<file path="src/rtl/iq_pkg.sv">
// Shared constants and types for the invalidation queue engine.
// Assumes 64-bit register access and 64-bit memory addressing.
package iq_pkg;
    localparam int MEM_AW = 64;
    localparam int REG_W  = 64;

    // Register byte offsets
    localparam logic [7:0] OFS_CAP   = 8'h10;
    localparam logic [7:0] OFS_CMD   = 8'h18;
    localparam logic [7:0] OFS_GSTAT = 8'h1C;
    localparam logic [7:0] OFS_HEAD  = 8'h80;
    localparam logic [7:0] OFS_TAIL  = 8'h88;
    localparam logic [7:0] OFS_BASE  = 8'h90;
    localparam logic [7:0] OFS_CPL   = 8'h98;

    localparam int EN_BIT      = 26;
    localparam int CAP_QI_BIT  = 1;
    localparam int WAIT_WR_BIT = 5;
    localparam int CPL_DONE    = 0;
    localparam int CPL_FAULT   = 1;

    // Descriptor type codes
    localparam logic [3:0] CODE_CTX    = 4'd1;
    localparam logic [3:0] CODE_IOTLB  = 4'd2;
    localparam logic [3:0] CODE_DEVTLB = 4'd3;
    localparam logic [3:0] CODE_IREC   = 4'd4;
    localparam logic [3:0] CODE_WAIT   = 4'd5;

    typedef enum logic [1:0] {
        CL_BAD  = 2'd0,
        CL_INV  = 2'd1,
        CL_WAIT = 2'd2
    } desc_class_e;

    typedef enum logic [2:0] {
        ST_IDLE   = 3'd0,
        ST_RD_LO  = 3'd1,
        ST_RD_HI  = 3'd2,
        ST_DECODE = 3'd3,
        ST_INV    = 3'd4,
        ST_WR     = 3'd5,
        ST_FAULT  = 3'd6
    } eng_state_e;
endpackage

</file>
<file path="src/rtl/iq_desc_decode.sv">
// Descriptor classifier: splits a fetched low word into its type class,
// the wait write request flag and the 32-bit status data.
// Assumes the type code occupies bits 3:0 of the low word.
module iq_desc_decode
    import iq_pkg::*;
(
    input  logic [63:0]  lo_i,
    output desc_class_e  cls_o,
    output logic         want_wr_o,
    output logic [3:0]   code_o,
    output logic [31:0]  stat_o
);
    assign code_o    = lo_i[3:0];
    assign want_wr_o = lo_i[WAIT_WR_BIT];
    assign stat_o    = lo_i[63:32];

    // Map the type code onto an action class
    always_comb begin
        unique case (lo_i[3:0])
            CODE_CTX, CODE_IOTLB, CODE_DEVTLB, CODE_IREC: cls_o = CL_INV;
            CODE_WAIT:                                    cls_o = CL_WAIT;
            default:                                      cls_o = CL_BAD;
        endcase
    end
endmodule

</file>
<file path="src/rtl/iq_csr.sv">
// Register file: base, tail, enable and completion flags, plus the read
// mux that also exposes the engine's head and active status.
// Assumes single-cycle writes at 64-bit granularity; reads are combinational.
module iq_csr
    import iq_pkg::*;
#(
    parameter int IDX_W  = 8,
    parameter bit QI_CAP = 1'b1
) (
    input  logic              clk,
    input  logic              rst_n,
    input  logic              wr_i,
    input  logic [7:0]        addr_i,
    input  logic [REG_W-1:0]  wdata_i,
    output logic [REG_W-1:0]  rdata_o,
    input  logic [IDX_W-1:0]  head_i,
    input  logic              active_i,
    input  logic              done_set_i,
    input  logic              fault_set_i,
    output logic              en_o,
    output logic [MEM_AW-1:0] base_o,
    output logic [IDX_W-1:0]  tail_o,
    output logic              fault_o
);
    logic              en_q;
    logic [MEM_AW-1:0] base_q;
    logic [IDX_W-1:0]  tail_q;
    logic              done_q;
    logic              fault_q;
    logic              cpl_wr;

    assign cpl_wr = wr_i && (addr_i == OFS_CPL);

    // Software-written configuration registers
    always_ff @(posedge clk) begin
        if (!rst_n) begin
            en_q   <= 1'b0;
            base_q <= '0;
            tail_q <= '0;
        end else if (wr_i) begin
            case (addr_i)
                OFS_CMD:  en_q   <= wdata_i[EN_BIT] & QI_CAP;
                OFS_TAIL: tail_q <= wdata_i[IDX_W+3:4];
                OFS_BASE: base_q <= wdata_i;
                default:  ;
            endcase
        end
    end

    // Completion flags: set by the engine, cleared by writing 1
    always_ff @(posedge clk) begin
        if (!rst_n) begin
            done_q  <= 1'b0;
            fault_q <= 1'b0;
        end else begin
            done_q  <= done_set_i  | (done_q  & ~(cpl_wr & wdata_i[CPL_DONE]));
            fault_q <= fault_set_i | (fault_q & ~(cpl_wr & wdata_i[CPL_FAULT]));
        end
    end

    // Read mux
    always_comb begin
        rdata_o = '0;
        case (addr_i)
            OFS_CAP:   rdata_o[CAP_QI_BIT] = QI_CAP;
            OFS_CMD:   rdata_o[EN_BIT] = en_q;
            OFS_GSTAT: rdata_o[EN_BIT] = active_i;
            OFS_HEAD:  rdata_o[IDX_W+3:4] = head_i;
            OFS_TAIL:  rdata_o[IDX_W+3:4] = tail_q;
            OFS_BASE:  rdata_o = base_q;
            OFS_CPL: begin
                rdata_o[CPL_DONE]  = done_q;
                rdata_o[CPL_FAULT] = fault_q;
            end
            default:   rdata_o = '0;
        endcase
    end

    assign en_o    = en_q;
    assign base_o  = base_q;
    assign tail_o  = tail_q;
    assign fault_o = fault_q;

    // a fault flag survives until software writes 1 to it
    p_fault_sticky_r9: assert property (@(posedge clk) disable iff (!rst_n)
        fault_q && !(cpl_wr && wdata_i[CPL_FAULT]) |=> fault_q);

    // writing 1 clears the done flag unless a new set arrives
    p_done_w1c_r10: assert property (@(posedge clk) disable iff (!rst_n)
        cpl_wr && wdata_i[CPL_DONE] && !done_set_i |=> !done_q);
endmodule

</file>
<file path="src/rtl/iq_engine.sv">
// Fetch/dispatch engine: walks the ring from head to tail, reads each
// descriptor as two 64-bit words, then issues an invalidation request,
// a status write or a fault. The head moves only after completion.
// Assumes the ring depth is a power of two and the base is stable while enabled.
module iq_engine
    import iq_pkg::*;
#(
    parameter int IDX_W = 8
) (
    input  logic              clk,
    input  logic              rst_n,
    input  logic              en_i,
    input  logic              fault_i,
    input  logic [MEM_AW-1:0] base_i,
    input  logic [IDX_W-1:0]  tail_i,
    output logic [IDX_W-1:0]  head_o,
    output logic              active_o,
    output logic              done_set_o,
    output logic              fault_set_o,
    output logic              mem_req_o,
    output logic              mem_we_o,
    output logic [MEM_AW-1:0] mem_addr_o,
    output logic [31:0]       mem_wdata_o,
    input  logic [63:0]       mem_rdata_i,
    input  logic              mem_ack_i,
    output logic              inv_req_o,
    output logic [3:0]        inv_kind_o,
    output logic [63:0]       inv_lo_o,
    output logic [63:0]       inv_hi_o,
    input  logic              inv_ack_i
);
    eng_state_e        state_q;
    logic [IDX_W-1:0]  head_q;
    logic              active_q;
    logic [63:0]       lo_q;
    logic [63:0]       hi_q;
    desc_class_e       cls;
    logic              want_wr;
    logic [3:0]        code;
    logic [31:0]       stat;
    logic [MEM_AW-1:0] slot_ofs;
    logic [MEM_AW-1:0] slot_addr;

    iq_desc_decode u_dec (
        .lo_i      (lo_q),
        .cls_o     (cls),
        .want_wr_o (want_wr),
        .code_o    (code),
        .stat_o    (stat)
    );

    // Byte address of the slot under the head
    always_comb begin
        slot_ofs = '0;
        slot_ofs[IDX_W+3:4] = head_q;
        slot_addr = base_i + slot_ofs;
    end

    // Sequencer, head pointer and descriptor capture
    always_ff @(posedge clk) begin
        if (!rst_n) begin
            state_q  <= ST_IDLE;
            head_q   <= '0;
            active_q <= 1'b0;
            lo_q     <= '0;
            hi_q     <= '0;
        end else if (!en_i) begin
            state_q  <= ST_IDLE;
            head_q   <= '0;
            active_q <= 1'b0;
        end else begin
            active_q <= 1'b1;
            unique case (state_q)
                ST_IDLE:   if (!fault_i && head_q != tail_i) state_q <= ST_RD_LO;
                ST_RD_LO:  if (mem_ack_i) begin
                               lo_q    <= mem_rdata_i;
                               state_q <= ST_RD_HI;
                           end
                ST_RD_HI:  if (mem_ack_i) begin
                               hi_q    <= mem_rdata_i;
                               state_q <= ST_DECODE;
                           end
                ST_DECODE: begin
                    if (cls == CL_BAD)           state_q <= ST_FAULT;
                    else if (cls == CL_INV)      state_q <= ST_INV;
                    else if (want_wr)            state_q <= ST_WR;
                    else begin
                        head_q  <= head_q + 1'b1;
                        state_q <= ST_IDLE;
                    end
                end
                ST_INV:    if (inv_ack_i) begin
                               head_q  <= head_q + 1'b1;
                               state_q <= ST_IDLE;
                           end
                ST_WR:     if (mem_ack_i) begin
                               head_q  <= head_q + 1'b1;
                               state_q <= ST_IDLE;
                           end
                ST_FAULT:  if (!fault_i) state_q <= ST_IDLE;
                default:   state_q <= ST_IDLE;
            endcase
        end
    end

    // Memory port drive
    always_comb begin
        mem_req_o   = (state_q == ST_RD_LO) || (state_q == ST_RD_HI) || (state_q == ST_WR);
        mem_we_o    = (state_q == ST_WR);
        mem_wdata_o = stat;
        unique case (state_q)
            ST_RD_HI: mem_addr_o = slot_addr + 64'd8;
            ST_WR:    mem_addr_o = hi_q;
            default:  mem_addr_o = slot_addr;
        endcase
    end

    // Invalidation port and completion events
    always_comb begin
        inv_req_o   = (state_q == ST_INV);
        inv_kind_o  = code;
        inv_lo_o    = lo_q;
        inv_hi_o    = hi_q;
        done_set_o  = en_i && (((state_q == ST_DECODE) && (cls == CL_WAIT) && !want_wr)
                               || ((state_q == ST_WR) && mem_ack_i));
        fault_set_o = en_i && (state_q == ST_DECODE) && (cls == CL_BAD);
    end

    assign head_o   = head_q;
    assign active_o = active_q;

    // status follows the enable one cycle later
    p_active_on_r3: assert property (@(posedge clk) disable iff (!rst_n)
        en_i |=> active_o);

    // a disabled queue is silent with the head at zero
    p_quiet_disabled_r4: assert property (@(posedge clk) disable iff (!rst_n)
        !en_i |=> (!mem_req_o && !inv_req_o && head_q == '0));

    // a memory request keeps its address until acknowledged
    p_mem_hold_r5: assert property (@(posedge clk) disable iff (!rst_n)
        en_i && mem_req_o && !mem_ack_i |=> !en_i || (mem_req_o && $stable(mem_addr_o)));

    // an invalidation request is held and the head waits for the ack
    p_inv_hold_r6: assert property (@(posedge clk) disable iff (!rst_n)
        en_i && inv_req_o && !inv_ack_i |=> !en_i || (inv_req_o && head_q == $past(head_q)));

    // one acknowledged action moves the head by exactly one slot
    p_head_step_r6: assert property (@(posedge clk) disable iff (!rst_n)
        en_i && inv_req_o && inv_ack_i |=> !en_i || head_q == $past(head_q) + 1'b1);

    // nothing is requested while the fault flag is up
    p_fault_silent_r9: assert property (@(posedge clk) disable iff (!rst_n)
        fault_i |-> (!mem_req_o && !inv_req_o));

    // an empty ring starts no fetch
    p_stop_at_tail_r11: assert property (@(posedge clk) disable iff (!rst_n)
        en_i && state_q == ST_IDLE && head_q == tail_i |=> !mem_req_o);

    // Request ports never overlap
    p_one_port_r5: assert property (@(posedge clk) disable iff (!rst_n)
        !(mem_req_o && inv_req_o));
endmodule

</file>
<file path="src/rtl/inv_queue_engine.sv">
// Top of the invalidation queue processor: register file plus engine.
// Assumes RING_DEPTH is a power of two of at least 2.
module inv_queue_engine
    import iq_pkg::*;
#(
    parameter int RING_DEPTH = 256,
    parameter bit QI_CAP     = 1'b1
) (
    input  logic        clk,
    input  logic        rst_n,
    input  logic        reg_wr,
    input  logic [7:0]  reg_addr,
    input  logic [63:0] reg_wdata,
    output logic [63:0] reg_rdata,
    output logic        mem_req,
    output logic        mem_we,
    output logic [63:0] mem_addr,
    output logic [31:0] mem_wdata,
    input  logic [63:0] mem_rdata,
    input  logic        mem_ack,
    output logic        inv_req,
    output logic [3:0]  inv_kind,
    output logic [63:0] inv_lo,
    output logic [63:0] inv_hi,
    input  logic        inv_ack
);
    localparam int IDX_W = $clog2(RING_DEPTH);

    logic              en;
    logic              fault;
    logic              active;
    logic              done_set;
    logic              fault_set;
    logic [MEM_AW-1:0] base;
    logic [IDX_W-1:0]  tail;
    logic [IDX_W-1:0]  head;

    iq_csr #(.IDX_W(IDX_W), .QI_CAP(QI_CAP)) u_csr (
        .clk         (clk),
        .rst_n       (rst_n),
        .wr_i        (reg_wr),
        .addr_i      (reg_addr),
        .wdata_i     (reg_wdata),
        .rdata_o     (reg_rdata),
        .head_i      (head),
        .active_i    (active),
        .done_set_i  (done_set),
        .fault_set_i (fault_set),
        .en_o        (en),
        .base_o      (base),
        .tail_o      (tail),
        .fault_o     (fault)
    );

    iq_engine #(.IDX_W(IDX_W)) u_eng (
        .clk         (clk),
        .rst_n       (rst_n),
        .en_i        (en),
        .fault_i     (fault),
        .base_i      (base),
        .tail_i      (tail),
        .head_o      (head),
        .active_o    (active),
        .done_set_o  (done_set),
        .fault_set_o (fault_set),
        .mem_req_o   (mem_req),
        .mem_we_o    (mem_we),
        .mem_addr_o  (mem_addr),
        .mem_wdata_o (mem_wdata),
        .mem_rdata_i (mem_rdata),
        .mem_ack_i   (mem_ack),
        .inv_req_o   (inv_req),
        .inv_kind_o  (inv_kind),
        .inv_lo_o    (inv_lo),
        .inv_hi_o    (inv_hi),
        .inv_ack_i   (inv_ack)
    );
endmodule

</file>
<file path="config.mk">
export PLATFORM = sky130hd
export DESIGN_NAME = inv_queue_engine
export DESIGN_NICKNAME = d
export VERILOG_FILES = /design/src/rtl/iq_pkg.sv /design/src/rtl/iq_desc_decode.sv /design/src/rtl/iq_csr.sv /design/src/rtl/iq_engine.sv /design/src/rtl/inv_queue_engine.sv
export SDC_FILE = /design/constraint.sdc
export NUM_CORES = 1
export LEC_CHECK = 0
export ABC_CLOCK_PERIOD_IN_PS = 4650
export BUFFER_PORTS_ARGS = -buffer_cell sky130_fd_sc_hd__buf_2
export CAP_MARGIN = 20
export CORE_ASPECT_RATIO = 1.25
export CORE_MARGIN = 2
export CORE_UTILIZATION = 47
export DETAILED_ROUTE_END_ITERATION = 10
export GPL_ROUTABILITY_DRIVEN = 0
export PLACE_DENSITY_LB_ADDON = 0.15
export SYNTH_ARGS = -nofsm -noshare
export SYNTH_HDL_FRONTEND = slang
export SYNTH_SLANG_ARGS = --single-unit
</file>
<file path="constraint.sdc">
create_clock -name clk -period 4.65 [get_ports clk]
set_clock_uncertainty 0.2 [all_clocks]
set_input_delay 0.465 -clock clk [delete_from_list [all_inputs] [get_ports clk]]
set_output_delay 0.465 -clock clk [all_outputs]
set_load 0.05 [all_outputs]
</file>
==> results of run 1 <==
-- synthesized netlist by cell type (all sizes together) (12+ instances only) --
master / instances / area (sq um)
xor2: 33 / 289
or3: 16 / 105
inv: 17 / 63.8
nand4: 34 / 219
clkbuf: 98 / 369
nor2: 78 / 293
o211ai: 15 / 126
nor4: 36 / 268
dfxtp: 215 / 4300
mux2i: 14 / 140
nand2: 499 / 1870
and3: 15 / 93.8
o221ai: 12 / 105
nor2b: 13 / 81.3
nor3: 46 / 235
a21oi: 31 / 155
a22oi: 18 / 135
nand3: 36 / 185
and2: 55 / 344
a21boi: 193 / 1450
o21ai: 55 / 279
xnor2: 54 / 473
buf: 54 / 358
-- metal layers --
layer  share of wire, %  track usage, %  vias up
li1                   -               -     7346
met2                 46            57.8      989
met3                9.5            5.84      236
met4                5.7            15.6        0
met1                 39            44.6     7448
met5                  0               0        -
-- sequential cells by signal (all words and copies together) (netlist names) --
register,cells
u_csr.done_q,1
u_csr.fault_o,1
u_csr.en_o,1
u_eng.inv_hi_o,64
u_csr.tail_o,8
u_eng.state_q,3
u_eng.active_o,1
u_eng.inv_lo_o,64
u_csr.base_o,64
u_eng.head_o,8
-- power by group --
part	switching, mW	internal (mW)	leakage [nW]
clock network	0.795	0.942	0.339
logic	0.0844	0.128	6.50
registers	0.00107	1.84	1.73
-- area by class of cell --
cell class / instances / area (sq um) / area share (%)
clock inverter: 11 / 67.6 / 0.334
sequential: 215 / 4320 / 21.4
clock buffer: 29 / 618 / 3.06
inverter: 17 / 63.8 / 0.316
timing repair buffer: 757 / 5360 / 26.5
tap: 350 / 438 / 2.17
multi-input combinational: 1382 / 9340 / 46.2
-- cell families after synthesis --
group	after synthesis
xor+xnor	87
mux	14
simple gates	866
flops	215
fa+ha+maj	11
compound gates	403
buf+inv	169
-- worst min path at each step --
stage / startpoint / endpoint / slack [ns]
3_3_place_gp: u_eng.inv_lo_o[23] / u_eng.inv_lo_o[23] / 0.25
2_1_floorplan: u_csr.base_o[2] / u_csr.base_o[2] / 0.25
4_1_cts: mem_rdata[37] / u_eng.inv_hi_o[37] / 0.0004
6_report: mem_rdata[33] / u_eng.inv_hi_o[33] / -0.0003
3_5_place_dp: u_eng.inv_lo_o[6] / u_eng.inv_lo_o[6] / 0.26
5_1_grt: mem_rdata[33] / u_eng.inv_hi_o[33] / 0.02
-- what timing repair did --
action / CTS / global route
pin swaps: 55 / 39
cloned: 1 / 0
gates resized for setup: 230 / 74
endpoints found under the hold margin: 125 / 0
endpoints found under the setup margin: 48 / 49
hold buffers: 101 / 0
buffers inserted: 39 / 22
-- worst register-to-register path, stage by stage (launching register included) --
cell and delay, ns:
dfxtp_1 0.67, nor2b_1 0.39, and3_2 0.71, buf_4 0.49
nand2_1 0.12, a21boi_0 0.30
-- stage by stage --
step | setup slack (ns) | std cells | hold WS (ns) | instance area (sq um) | utilization (%)
after global placement | -0.0641 | 2559 | 0.250 | 16600 | 60.5
after CTS | -0.520 | 2740 | 0.000442 | 19600 | 71.4
after detailed placement | -0.181 | 2559 | 0.259 | 16600 | 60.5
after global routing | -0.845 | 2761 | 0.0155 | 20200 | 73.5
final | -0.651 | 2761 | -0.000281 | 20200 | 73.5
after floorplan | -0.0421 | 1765 | 0.252 | 13300 | -
==> flow_results.org, run 1 <==
** Finish
- Most common cell after layout, fill and taps aside :: nand2_1
- Filler Cells Inserted :: 2004
- 0 antenna diodes ended up in the layout.
- Leading cell types in the layout, fill and taps excluded :: nand2_1 (492), buf_2 (386), dfxtp_1 (209)
- Fraction of final layout cells sized beyond drive strength 1 :: 37.2%
- The area growth from synthesis to layout is 54.4%.
- After the last flow step, the layout net total stands at 2548.

** Synth
- Primary flip-flop cell chosen by synthesis mapping :: dfxtp_1
- Multiplexer area fraction after synthesis :: 1.07%
- The cell count after synthesis came out at 1765.
- Summing the areas of all xor and xnor instances in the mapped netlist gives 5.82% of the synthesized area.
- Number of warnings printed during yosys synthesis :: 0
- After synthesis, the largest family of logic cells by area is simple AND/OR/NAND/NOR gates.
- Flip-flop and latch count after synthesis :: 215
- In this run, synthesis inferred 0 flip-flops with an integrated enable.
- Summing the areas of all compound-gate instances in the mapped netlist gives 22.5% of the synthesized area.
- Fraction of the mapped netlist area in adder cells :: 1.11%
- Seq/Total Area, Yosys :: 32.9%
- Summing the areas of all and, or, nand and nor instances in the mapped netlist gives 30.6% of the synthesized area.
- Mean instance size in the synthesized netlist :: 7.42 sq um
- Share of synthesized registers carrying an async set or reset :: 0%
- The synthesized netlist contains 77 unique library cells.
- Summing every instance area after synthesis gives 0.0131 sq mm.
- Number of nets produced by synthesis :: 1917

** Timing
- In the finished design, the share of the clock period the worst path needs comes to 114%.
- Final Hold Slack :: -0.000281 ns
- Slew at the pin closest to its max-slew limit :: 0.978 ns
- Final setup viols :: 46
- Setup repair after global routing could not meet its margin everywhere.
- Final Critical Period :: 5.30 ns
- Fin worst setup slack :: -0.651 ns
- Setup TNS :: -16.45 ns
- Max-slew violation total from the final report :: 0
- Peak Freq :: 189 MHz
- Final Hold Fails :: 1
- Measured against its own limit, the worst slew margin works out to 34.8%.

** Power and ir drop
- The completed layout was analyzed and its total power is 3.79 mW.
- The worst-case IR drop observed on VDD is 301 uV.
- Leakage power :: 8.57 nW
- Power per cell area :: 188 mW/mm^2

** Hold path
- Along the worst hold path, the cell count comes to 3.
- Worst hold-check path type :: in2reg

** Critical path
- Among the stages of the critical path, the cell type that occurs most often is buf_4.
- In this run the number of cells on the critical path is 16.
- Critical Path End Type :: output port
- Reg-to-reg endpoint :: u_eng.inv_lo_o[32]
- By startpoint and endpoint, the worst setup path is classified as reg2out.
- For the worst flop-to-flop path, the logic depth is 5.
- Of all nets on the critical path, the largest fanout is 6.
- Cell type of the slowest stage on the worst timing path :: nor4_4
- Startpoint of the most critical setup path :: u_csr.base_o[10]
- Startpoint Class :: flop
- Data required time at the worst endpoint :: 3.98 ns
- Endpoint of the worst setup timing path :: mem_addr[53]
- Startpoint of the worst-slack reg-to-reg timing path :: u_eng.state_q[0]
- The critical path contains buffers and inverters numbering 5 combined.
- Worst-case register-to-register setup slack :: 1.65 ns
- Ordered cell list for the critical path :: ha_4 -> nand4_4 -> nor4_4 -> buf_4 -> o211ai_1 -> xnor2_2 -> nand3_2 -> nor3_1 -> buf_4 -> nand3_4 -> buf_6 -> nor4_4 -> buf_4 -> nand4_1 -> nand3b_1 -> buf_6
- For the worst setup path, the data arrival time is 4.64 ns.
- Largest stage delay, worst path :: 0.44 ns
- The cell family contributing the most delay on the critical path is simple AND/OR/NAND/NOR gates.

** Global routing
- Total GRT Usage :: 34.9%
- Maximum number of pins on one net before global-route repair :: 105
- Number of global-route vias before repair :: 14964
- The initial antenna violation count came to 0.
- Global-route wire length before repair :: 82700 um
- GR Overflow Total :: 0

** Floorplan
- Die Span X :: 153 um
- Area enclosed by the die boundary :: 0.0292 sq mm
- In this run the core area contains 68 standard-cell rows.
- For this configuration, the core starts out at a cell density of 47.6%.
- I/O Pins :: 436
- Core footprint :: 0.0275 sq mm
- Height of the chip :: 191 um

** Detailed routing
- Dividing the detail-routed via count by the number of cells gives 5.80.
- Remaining antenna violation count after routing :: 0
- Wires add up to 55900 um.
- Number of iterations in the first detailed-routing pass :: 8
- Number of design rule violations left after detail routing :: 0
- For this block, the initial DRC count from the detailed router was 1388.
- Wirelength per Cell :: 20.2 um
- The routed layout has 16019 vias.

** Placed design
- Detailed placement ended at an HPWL of 38100 um.
- During placement, the flow inserted port buffers numbering 435.

** Clock network
- Counting every sink on the clock net gives 215.
- Clk pin slew, worst setup/hold paths :: 0.07 ns
- Skew-Pair Late Insertion Delay :: 0.54 ns
- In this run the number of H-tree levels came out at 1.
- Clock Tree Root :: clkbuf_16
- TritonCTS clock tree :: done
- CTS Buf Count :: 23
- Clock Path Buffers :: 3

** Run status
- The checks that failed: hold timing, setup timing.
- Result of the run :: complete, but fails checks

** Flow run
- Reported max-cap violation count :: 0
Note: power is estimated with default switching activity, not from simulation.
==> run 2: changes to the inputs <==
--- a/config.mk
+++ b/config.mk
@@ -7,7 +7,6 @@
 export LEC_CHECK = 0
 export ABC_CLOCK_PERIOD_IN_PS = 4650
 export BUFFER_PORTS_ARGS = -buffer_cell sky130_fd_sc_hd__buf_2
-export CAP_MARGIN = 20
 export CORE_ASPECT_RATIO = 1.25
 export CORE_MARGIN = 2
 export CORE_UTILIZATION = 47
@@ -16,4 +15,5 @@
 export PLACE_DENSITY_LB_ADDON = 0.15
 export SYNTH_ARGS = -nofsm -noshare
 export SYNTH_HDL_FRONTEND = slang
+export SYNTH_HIERARCHICAL = 1
 export SYNTH_SLANG_ARGS = --single-unit
==> run 2 against run 1 <==
  * The flow finishes with violations (setup timing)
  * Hold slack better by 0.011 ns
  * Non-clock buffer count is 103 lower
  * Cell count is 5.0% lower
  * Synthesized cell count is 2.0% lower
  * Maximum frequency is 6.8% higher
  * Critical path type unchanged
  * Synthesized area is 1.7% higher
  * Register-to-register slack worse by 0.15 ns
  * Routed wire length is 5.1% lower
  * Combinational power is 5% lower
  * Via count is 6.3% lower
  * Global-route usage is 1.2 points lower
==> flow_results.org, run 2 <==
** Hold path
- Startpoint of the worst hold path :: mem_rdata[51] (was mem_rdata[33])
- The kind of path behind the tightest hold check is in2reg (unchanged).
- The number of cells traversed by the worst hold path was 3 (unchanged).
- The endpoint with the worst hold slack is u_eng/inv_hi_o[51] (was u_eng.inv_hi_o[33]).

** Critical path
- Arrival time at the worst endpoint :: 4.30 ns (was 4.64 ns)
- Worst-case register-to-register setup slack :: 1.50 ns (was 1.65 ns)
- Startpoint Class :: flop (unchanged)
- Gate family responsible for the most delay along the worst path :: simple AND/OR/NAND/NOR gates (unchanged)
- Levels on crit path :: 14 (was 16)
- The worst reg2reg path startpoint is u_eng/state_q[1] (was u_eng.state_q[0]).
- The category of the most critical setup path is reg2out (unchanged).
- The largest incremental delay on the critical path was 0.54 ns (was 0.44 ns).
- The critical path capture point type is an output port (unchanged).
- CP Buf/Inv Count :: 3 (was 5)
- Cell type of the slowest stage on the worst timing path :: or4_4 (was nor4_4)
- The count of cells along the worst register-to-register path came to 7 (was 5).
- The capture point of the worst reg-to-reg path is u_eng/inv_hi_o[12] (was u_eng.inv_lo_o[32]).
- The highest net fanout along the worst path came to 4 (was 6).
- Startpoint of the most critical setup path :: u_csr/base_o[4] (was u_csr.base_o[10])
- The critical path required time came to 3.98 ns (about the same).
- Ordered cell list for the critical path: ha_4 -> fa_2 -> a211oi_4 -> buf_6 -> nor3_2 -> or4_4 -> or4_4 -> nor3_4 -> nand4_1 -> buf_6 -> nor4b_4 -> xnor2_1 -> o21ai_2 -> buf_12 (was ha_4 -> nand4_4 -> nor4_4 -> buf_4 -> o211ai_1 -> xnor2_2 -> nand3_2 -> nor3_1 -> buf_4 -> nand3_4 -> buf_6 -> nor4_4 -> buf_4 -> nand4_1 -> nand3b_1 -> buf_6).

** Floorplan
- The number of rows in the core area was 68 (unchanged).
- Starting density of the core :: 48.0% (was 47.6%)
- The height of the die came to 192 um (was 191 um).
- The die span in x was 155 um (was 153 um).
- The number of ports placed on the die boundary came to 436 (unchanged).
- Core footprint :: 0.0277 sq mm (was 0.0275 sq mm)
- The area of the die is 0.0297 sq mm (was 0.0292 sq mm).

** Detailed routing
- Mean number of vias per cell :: 5.72 (was 5.80)
- Remaining antenna violation count after routing :: 0 (unchanged)
- Initial drt markers :: 1323 (was 1388)
- Wirelength per Cell :: 20.2 um (about the same)
- Number of design rule violations left after detail routing :: 0 (unchanged)
- Number of iterations in the first detailed-routing pass :: 5 (was 8)
- Drt total wl :: 53000 um (was 55900 um)
- Total via count after detailed routing :: 15009 (was 16019)

** Finish
- The most common cell after layout, fill and taps aside is nand2_1 (unchanged).
- Leading cell types in the layout, fill and taps excluded :: nand2_1 (480), buf_2 (391), dfxtp_1 (205) (was nand2_1 (492), buf_2 (386), dfxtp_1 (209))
- Post-route standard cell area excluding fillers :: 0.0195 sq mm (was 0.0202 sq mm)
- Filler Cells Inserted :: 2188 (was 2004)
- The diode insertion count for antenna repair is 0 (unchanged).
- NumNets Final :: 2410 (was 2548)
- The register cell area after layout came to 0.00432 sq mm (about the same).
- P&R area growth vs syn :: 46.3% (was 54.4%)
- Fraction of final layout cells sized beyond drive strength 1 :: 35.5% (was 37.2%)
- The multi-input gate area in the final layout was 0.00935 sq mm (was 0.00934 sq mm).

** Timing
- The final setup violation count is 41 (was 46).
- Max-slew violation total from the final report :: 0 (unchanged)
- Final Hold Fails :: 0 (was 1)
- Slew at the pin closest to its max-slew limit :: 0.990 ns (was 0.978 ns)
- The clock period minus worst slack came to 4.96 ns (was 5.30 ns).
- Setup repair after global routing missed its margin :: yes (unchanged)
- The maximum clock frequency is 201 MHz (was 189 MHz).
- The relative slew slack is 34.0% (was 34.8%).
- Fin worst setup slack :: -0.313 ns (was -0.651 ns)
- Post-route clock period utilization :: 107% (was 114%)

** Placed design
- Setup WS pre-CTS :: -0.0158 ns (was -0.181 ns)
- # port buffers :: 435 (unchanged)
- The estimated wirelength of the detail-placed design came to 37900 um (was 38100 um).
- Placement Cell Area :: 0.0166 sq mm (about the same)

** Global routing
- The wire length of the first global-routing pass came to 79600 um (was 82700 um).
- The overall track demand over capacity in global routing came to 33.6% (was 34.9%).
- The initial antenna violation count came to 0 (unchanged).
- The pin count of the biggest net entering global routing is 133 (was 105).
- The number of global-route vias before repair came to 14340 (was 14964).
- The total congestion overflow after global routing was 0 (unchanged).

** Synth
- The post-synthesis cell type count was 83 (was 77).
- The most numerous cell in the Yosys netlist is nand2_1 (unchanged).
- The net count of the mapped netlist is 1881 (was 1917).
- The number of flops mapped to enable cells by yosys is 0 (unchanged).
- Post-synthesis cell type with the largest combined area :: dfxtp_1 (unchanged)
- Seq/Total Area, Yosys :: 32.3% (was 32.9%)
- The post-synthesis register bit count was 215 (unchanged).
- Share of synthesized registers carrying an async set or reset :: 0% (unchanged)
- Cell area after synthesis :: 0.0133 sq mm (was 0.0131 sq mm)
- Top post-synthesis cells by count :: nand2_1 (489), dfxtp_1 (215), a21boi_0 (129) (was nand2_1 (499), dfxtp_1 (215), a21boi_0 (193))
- Primary flip-flop cell chosen by synthesis mapping :: dfxtp_1 (unchanged)
- Synthesized instance count :: 1729 (was 1765)
- Area share of the largest cell type after synthesis :: 32.3% (was 32.9%)
- Number of warnings printed during yosys synthesis :: 6 (was 0)
- Biggest area contributors in the synthesized netlist: dfxtp_1 (32%), nand2_1 (14%), a21boi_0 (7.3%), mux2i_1 (5.8%), xnor2_1 (4.2%) (was dfxtp_1 (33%), nand2_1 (14%), a21boi_0 (11%), xnor2_1 (3.6%), clkbuf_1 (2.8%)).
- The synthesized area divided by synthesized cell count came to 7.70 sq um (was 7.42 sq um).

** Clock network
- Skew-Pair Late Insertion Delay :: 0.52 ns (was 0.54 ns)
- Clk pin slew, worst setup/hold paths :: 0.06 ns (was 0.07 ns)
- TritonCTS clock tree :: done (unchanged)
- The number of sinks driven by the clock tree was 215 (unchanged).
- Clock Tree Root :: clkbuf_16 (unchanged)
- H-tree levels :: 1 (unchanged)
- CTS Buf Count :: 23 (unchanged)
- The maximum number of buffers from clock root to sink came to 3 (unchanged).

** Flow run
- The number of max-cap violations is 0 (unchanged).

** Run status
- Failing checks: setup timing (was hold timing, setup timing).
- Result of the run :: complete, but fails checks (unchanged)

** Power and ir drop
- Leakage power :: 8.20 nW (was 8.57 nW)
- The total power per unit cell area came to 203 mW/mm^2 (was 188 mW/mm^2).
- Maximum vdd ir drop :: 327 uV (was 301 uV)
-- run 2: worst min-delay path, cell delays in order --
cell	delay, ns
buf_2	0.10
nand2_1	0.04
a21boi_0	0.06
-- run 2: cells by family after synthesis --
group | Yosys count | share of synthesized area [%]
and+or+nand+nor | 830 | 29.1
buffers and inverters | 175 | 6.66
DFF | 215 | 32.3
AOI/OAI and AO/OA | 309 | 17.6
adders and majority gates | 11 | 1.09
muxes | 78 | 5.87
xor gates and xnor gates | 111 | 7.30
-- run 2: worst max path at each step --
stage / endpoint
finish: mem_addr[62]
global placement: mem_addr[62]
CTS: mem_addr[57]
detailed placement: mem_addr[33]
floorplan: mem_addr[53]
global route: mem_addr[62]
-- run 2: routing by layer --
| metal | global-route usage [%] | part of all wire [%] |
|---|---|---|
| met4 | 15.6 | 4.8 |
| met2 | 55.7 | 47 |
| met1 | 43.0 | 40 |
| met5 | 0 | 0 |
| met3 | 5.62 | 8.2 |
-- run 2: per-stage QoR --
| stage | hold WS, ns | setup TNS (ns) | power, mW | std cells | util (%) |
|---|---|---|---|---|---|
| 6_report | 0.0109 | -7.97 | 3.95 | 2623 | 70.2 |
| 5_1_grt | 0.0107 | -14.30 | 4.06 | 2623 | 70.2 |
| 3_5_place_dp | 0.257 | -0.0488 | 2.04 | 2482 | 60.0 |
| 2_1_floorplan | 0.240 | 0 | 1.95 | 1729 | - |
| 4_1_cts | 0.0000515 | -6.77 | 3.97 | 2613 | 69.1 |
| 3_3_place_gp | 0.249 | 0 | 2.04 | 2482 | 60.0 |
-- run 2: power by group --
part	leakage, nW	switching (mW)	internal [mW]	total (mW)
Clock	0.372	0.773	1.13	1.90
Sequential	1.74	0.00129	1.84	1.84
Combinational	6.09	0.0950	0.107	0.202
-- run 2: final cells by class --
type | count | area share (%)
Multi-Input combinational cell | 1339 | 48.0
Inverter | 25 | 0.482
Sequential cell | 215 | 22.2
Clock buffer | 32 | 3.28
Clock inverter | 8 | 0.661
Timing Repair Buffer | 654 | 23.1
Tap cell | 350 | 2.25
-- run 2: timing repair --
item / 4_1_cts / 5_1_grt
buffers inserted: 27 / 11
cloned: 1 / 0
resized for setup: 198 / 40
hold buffers: 63 / 0
hold endpoints to repair: 73 / 0
pin swaps: 68 / 28
setup endpoints to repair: 45 / 46
==> run 3: changes to the inputs <==
--- a/config.mk
+++ b/config.mk
@@ -11,9 +11,8 @@
 export CORE_MARGIN = 2
 export CORE_UTILIZATION = 47
 export DETAILED_ROUTE_END_ITERATION = 10
-export GPL_ROUTABILITY_DRIVEN = 0
+export GPL_ROUTABILITY_DRIVEN = 1
 export PLACE_DENSITY_LB_ADDON = 0.15
 export SYNTH_ARGS = -nofsm -noshare
 export SYNTH_HDL_FRONTEND = slang
-export SYNTH_HIERARCHICAL = 1
 export SYNTH_SLANG_ARGS = --single-unit
==> run 3 against run 2 <==
  * Critical endpoint is now mem_addr[25]
  * The flow finishes with violations (hold timing, setup timing)
  * Sequential power is essentially flat
  * Design area rose by 5.4%
  * Hold slack lost 0.019 ns
  * Highest routed layer unchanged
  * Cell count is 5.5% higher
  * First-iteration DRC count down 4.9%
  * Combinational power is essentially flat
==> flow_results.org, run 3 (synthesis gave the netlist of run 1 again) <==
** Critical path
- The cell at the slowest stage of the critical path is or4_4 (unchanged).
- The capture point of the worst reg-to-reg path is u_eng.inv_lo_o[49] (was u_eng/inv_hi_o[12]).
- Arrival time at the worst endpoint :: 4.55 ns (was 4.30 ns)
- The setup slack of the most critical reg-to-reg path came to 1.77 ns (was 1.50 ns).
- Cell occurring most often along the worst timing path :: or3_4
- The count of cells along the worst register-to-register path was 5 (was 7).
- The worst reg2reg path startpoint was u_eng.state_q[0] (was u_eng/state_q[1]).
- The highest net fanout along the worst path is 3 (was 4).
- Type of the setup path with the least slack :: reg2out (unchanged)
- Ordered cell list for the critical path: ha_4 -> inv_2 -> fa_2 -> nor2b_4 -> o31a_1 -> buf_6 -> buf_6 -> or3_4 -> o2111ai_4 -> or3_4 -> or4_4 -> or4_4 -> or3_4 -> o2bb2a_4 -> o21ai_4 -> buf_12 (was ha_4 -> fa_2 -> a211oi_4 -> buf_6 -> nor3_2 -> or4_4 -> or4_4 -> nor3_4 -> nand4_1 -> buf_6 -> nor4b_4 -> xnor2_1 -> o21ai_2 -> buf_12).
- Startpoint Class :: flop (unchanged)
- The critical path required time was 3.98 ns (about the same).
- Largest stage delay, worst path :: 0.57 ns (was 0.54 ns)
- The critical path capture point type is an output port (unchanged).

** Global routing
- Top Usage Layer GRT :: met2 (unchanged)
- The total congestion overflow after global routing was 0 (unchanged).
- The pin count of the biggest net entering global routing was 108 (was 133).
- Number of global-route vias before repair :: 14555 (was 14340)
- The fraction of met1 tracks used by global routing is 44.6% (was 43.0%).
- The wire length of the first global-routing pass was 80700 um (was 79600 um).
- The met2 track demand over resource was 55.7% (about the same).
- Total GRT Usage :: 34.0% (was 33.6%)
- The initial antenna violation count is 0 (unchanged).
- Routing usage on met3 :: 5.80% (was 5.62%)

** Clock network
- CTS Buf Count :: 23 (unchanged)
- The clock insertion delay at the later pin of the skew report is 0.54 ns (was 0.52 ns).
- TritonCTS clock tree :: done (unchanged)
- The clock transition at the register clock pins on the worst setup and hold paths after CTS was 0.06 ns (about the same).
- The maximum number of buffers from clock root to sink is 3 (unchanged).
- H-tree levels :: 1 (unchanged)
- Clock Tree Root :: clkbuf_16 (unchanged)
- The number of sinks driven by the clock tree was 215 (unchanged).

** Detailed routing
- Remaining antenna violation count after routing :: 0 (unchanged)
- Mean number of vias per cell :: 5.69 (was 5.72)
- The overall routed net length was 54300 um (was 53000 um).
- The number of remaining DRC errors is 0 (unchanged).
- Wirelength per Cell :: 19.6 um (was 20.2 um)
- Number of iterations in the first detailed-routing pass :: 5 (unchanged)
- Initial drt markers :: 1258 (was 1323)
- Total via count after detailed routing :: 15752 (was 15009)

** Placed design
- Final GP Congestion :: 0.949
- # port buffers :: 435 (unchanged)
- The estimated wirelength of the detail-placed design came to 38100 um (was 37900 um).

** Finish
- NumNets Final :: 2551 (was 2410)
- P&R area growth vs syn :: 56.9% (was 46.3%)
- Most common cell after layout, fill and taps aside :: nand2_1 (unchanged)
- Leading cell types in the layout, fill and taps excluded: nand2_1 (488), buf_2 (385), buf_4 (209) (was nand2_1 (480), buf_2 (391), dfxtp_1 (205)).
- Fraction of final layout cells sized beyond drive strength 1 :: 39.0% (was 35.5%)
- The number of filler instances in the final layout came to 2105 (was 2188).
- The diode insertion count for antenna repair was 0 (unchanged).

** Timing
- Peak Freq :: 192 MHz (was 201 MHz)
- Setup repair after global routing missed its margin :: yes (unchanged)
- The fraction of the cycle the final worst path needs came to 112% (was 107%).
- Final setup viols :: 46 (was 41)
- The minimum hold slack came to -0.00815 ns (was 0.0109 ns).
- The final setup slack of the worst path is -0.564 ns (was -0.313 ns).
- The clock period minus worst slack is 5.21 ns (was 4.96 ns).
- The count of final max-slew check failures is 0 (unchanged).
- Slew at the pin closest to its max-slew limit :: 0.978 ns (was 0.990 ns)
- The total count of hold-check failures in the final report came to 5 (was 0).
- Max_slew headroom :: 34.8% (was 34.0%)

** Run status
- Failing checks :: hold timing, setup timing (was setup timing)
- Result of the run: complete, but fails checks (unchanged).

** Hold path
- Worst hold-check path type :: in2reg (unchanged)
- Startpoint of the worst hold path :: reg_wdata[7] (was mem_rdata[51])
- Sink of the worst hold path :: u_csr.base_o[7] (was u_eng/inv_hi_o[51])
- The number of cells traversed by the worst hold path came to 3 (unchanged).

** Power and ir drop
- The largest voltage drop on the vdd net was 306 uV (was 327 uV).
- Total power after layout :: 3.96 mW (was 3.95 mW)
- The reported leakage power came to 8.67 nW (was 8.20 nW).
- Power per cell area :: 193 mW/mm^2 (was 203 mW/mm^2)

** Floorplan
- Core footprint :: 0.0275 sq mm (was 0.0277 sq mm)
- Die Span X :: 153 um (was 155 um)
- Area enclosed by the die boundary :: 0.0292 sq mm (was 0.0297 sq mm)
- The height of the die was 191 um (was 192 um).
- I/O Pins :: 436 (unchanged)
- Count of standard-cell rows :: 68 (unchanged)
- Starting density of the core :: 47.6% (was 48.0%)

** Flow run
- Reported max-cap violation count :: 0 (unchanged)
## run 3: cell count changes in the layout (fill, tap and decap cells not counted), moves of 10 or more
cell,change
buf_4,+71
a21boi_0,+64
mux2i_1,-64
buf_6,+27
dlygate4sd3_1,+19
o21ai_0,+15
nor2_1,+13
xor2_1,-12
xnor2_1,-11
a221o_1,-10
o221ai_2,-10
## run 3: worst max-delay path, delay by kind of cell, from the launching register on
family	cells	cell delay [ns]
buf+inv	4	0.45
flops	1	0.35
simple gates	6	2.10
compound gates	4	0.57
fa+ha+maj	2	0.55
## run 3: repair_timing
action,CTS,global route
setup endpoints to repair,48,49
endpoints found under the hold margin,105,0
cloned,0,0
gates resized for setup,218,146
pin swaps,72,72
hold buffers,82,0
buffers inserted,48,40
## run 3: layer usage
layer	wire [um]	share of wire, %
met1	21800	40
met2	25300	47
met3	4540	8.4
met4	2550	4.7
met5	0	0
## run 3: how the worst max path moves through the flow
stage | startpoint | to | slack [ns] | cells after the start
floorplan | u_eng.head_o[0] | mem_addr[31] | -0.04 | 13
global route | u_csr.base_o[4] | mem_addr[25] | -0.64 | 16
detailed placement | u_csr.base_o[4] | mem_addr[59] | -0.17 | 15
global placement | u_csr.base_o[4] | mem_addr[63] | -0.09 | 14
finish | u_csr.base_o[4] | mem_addr[25] | -0.56 | 16
CTS | u_csr.base_o[11] | mem_addr[56] | -0.48 | 12
## run 3: where the power goes
group          switching, mW  internal, mW  leakage (nW)
registers            0.00109          1.84          1.74
logic                 0.0830         0.118          6.57
clock network          0.817          1.10         0.368
total                  0.901          3.06          8.67
## run 3: cell type report
type                            count  area [sq um]  area share [%]
Clock buffer                       28           604            2.94
Multi-Input combinational cell   1381          9520            46.4
Sequential cell                   215          4320            21.0
Inverter                           17          63.8           0.311
Tap cell                          350           438            2.13
Clock inverter                     14           166           0.810
Timing Repair Buffer              761          5430            26.4
## run 3: per-stage QoR
stage	setup TNS [ns]	std cells	instance area [sq um]	utilization, %	setup WS (ns)
finish	-14.38	2766	20500	74.7	-0.564
global route	-19.99	2766	20500	74.7	-0.644
global placement	-0.488	2561	16700	60.6	-0.0936
detailed placement	-1.55	2561	16700	60.6	-0.172
floorplan	-0.0584	1765	13300	-	-0.0421
CTS	-10.10	2731	19600	71.3	-0.477
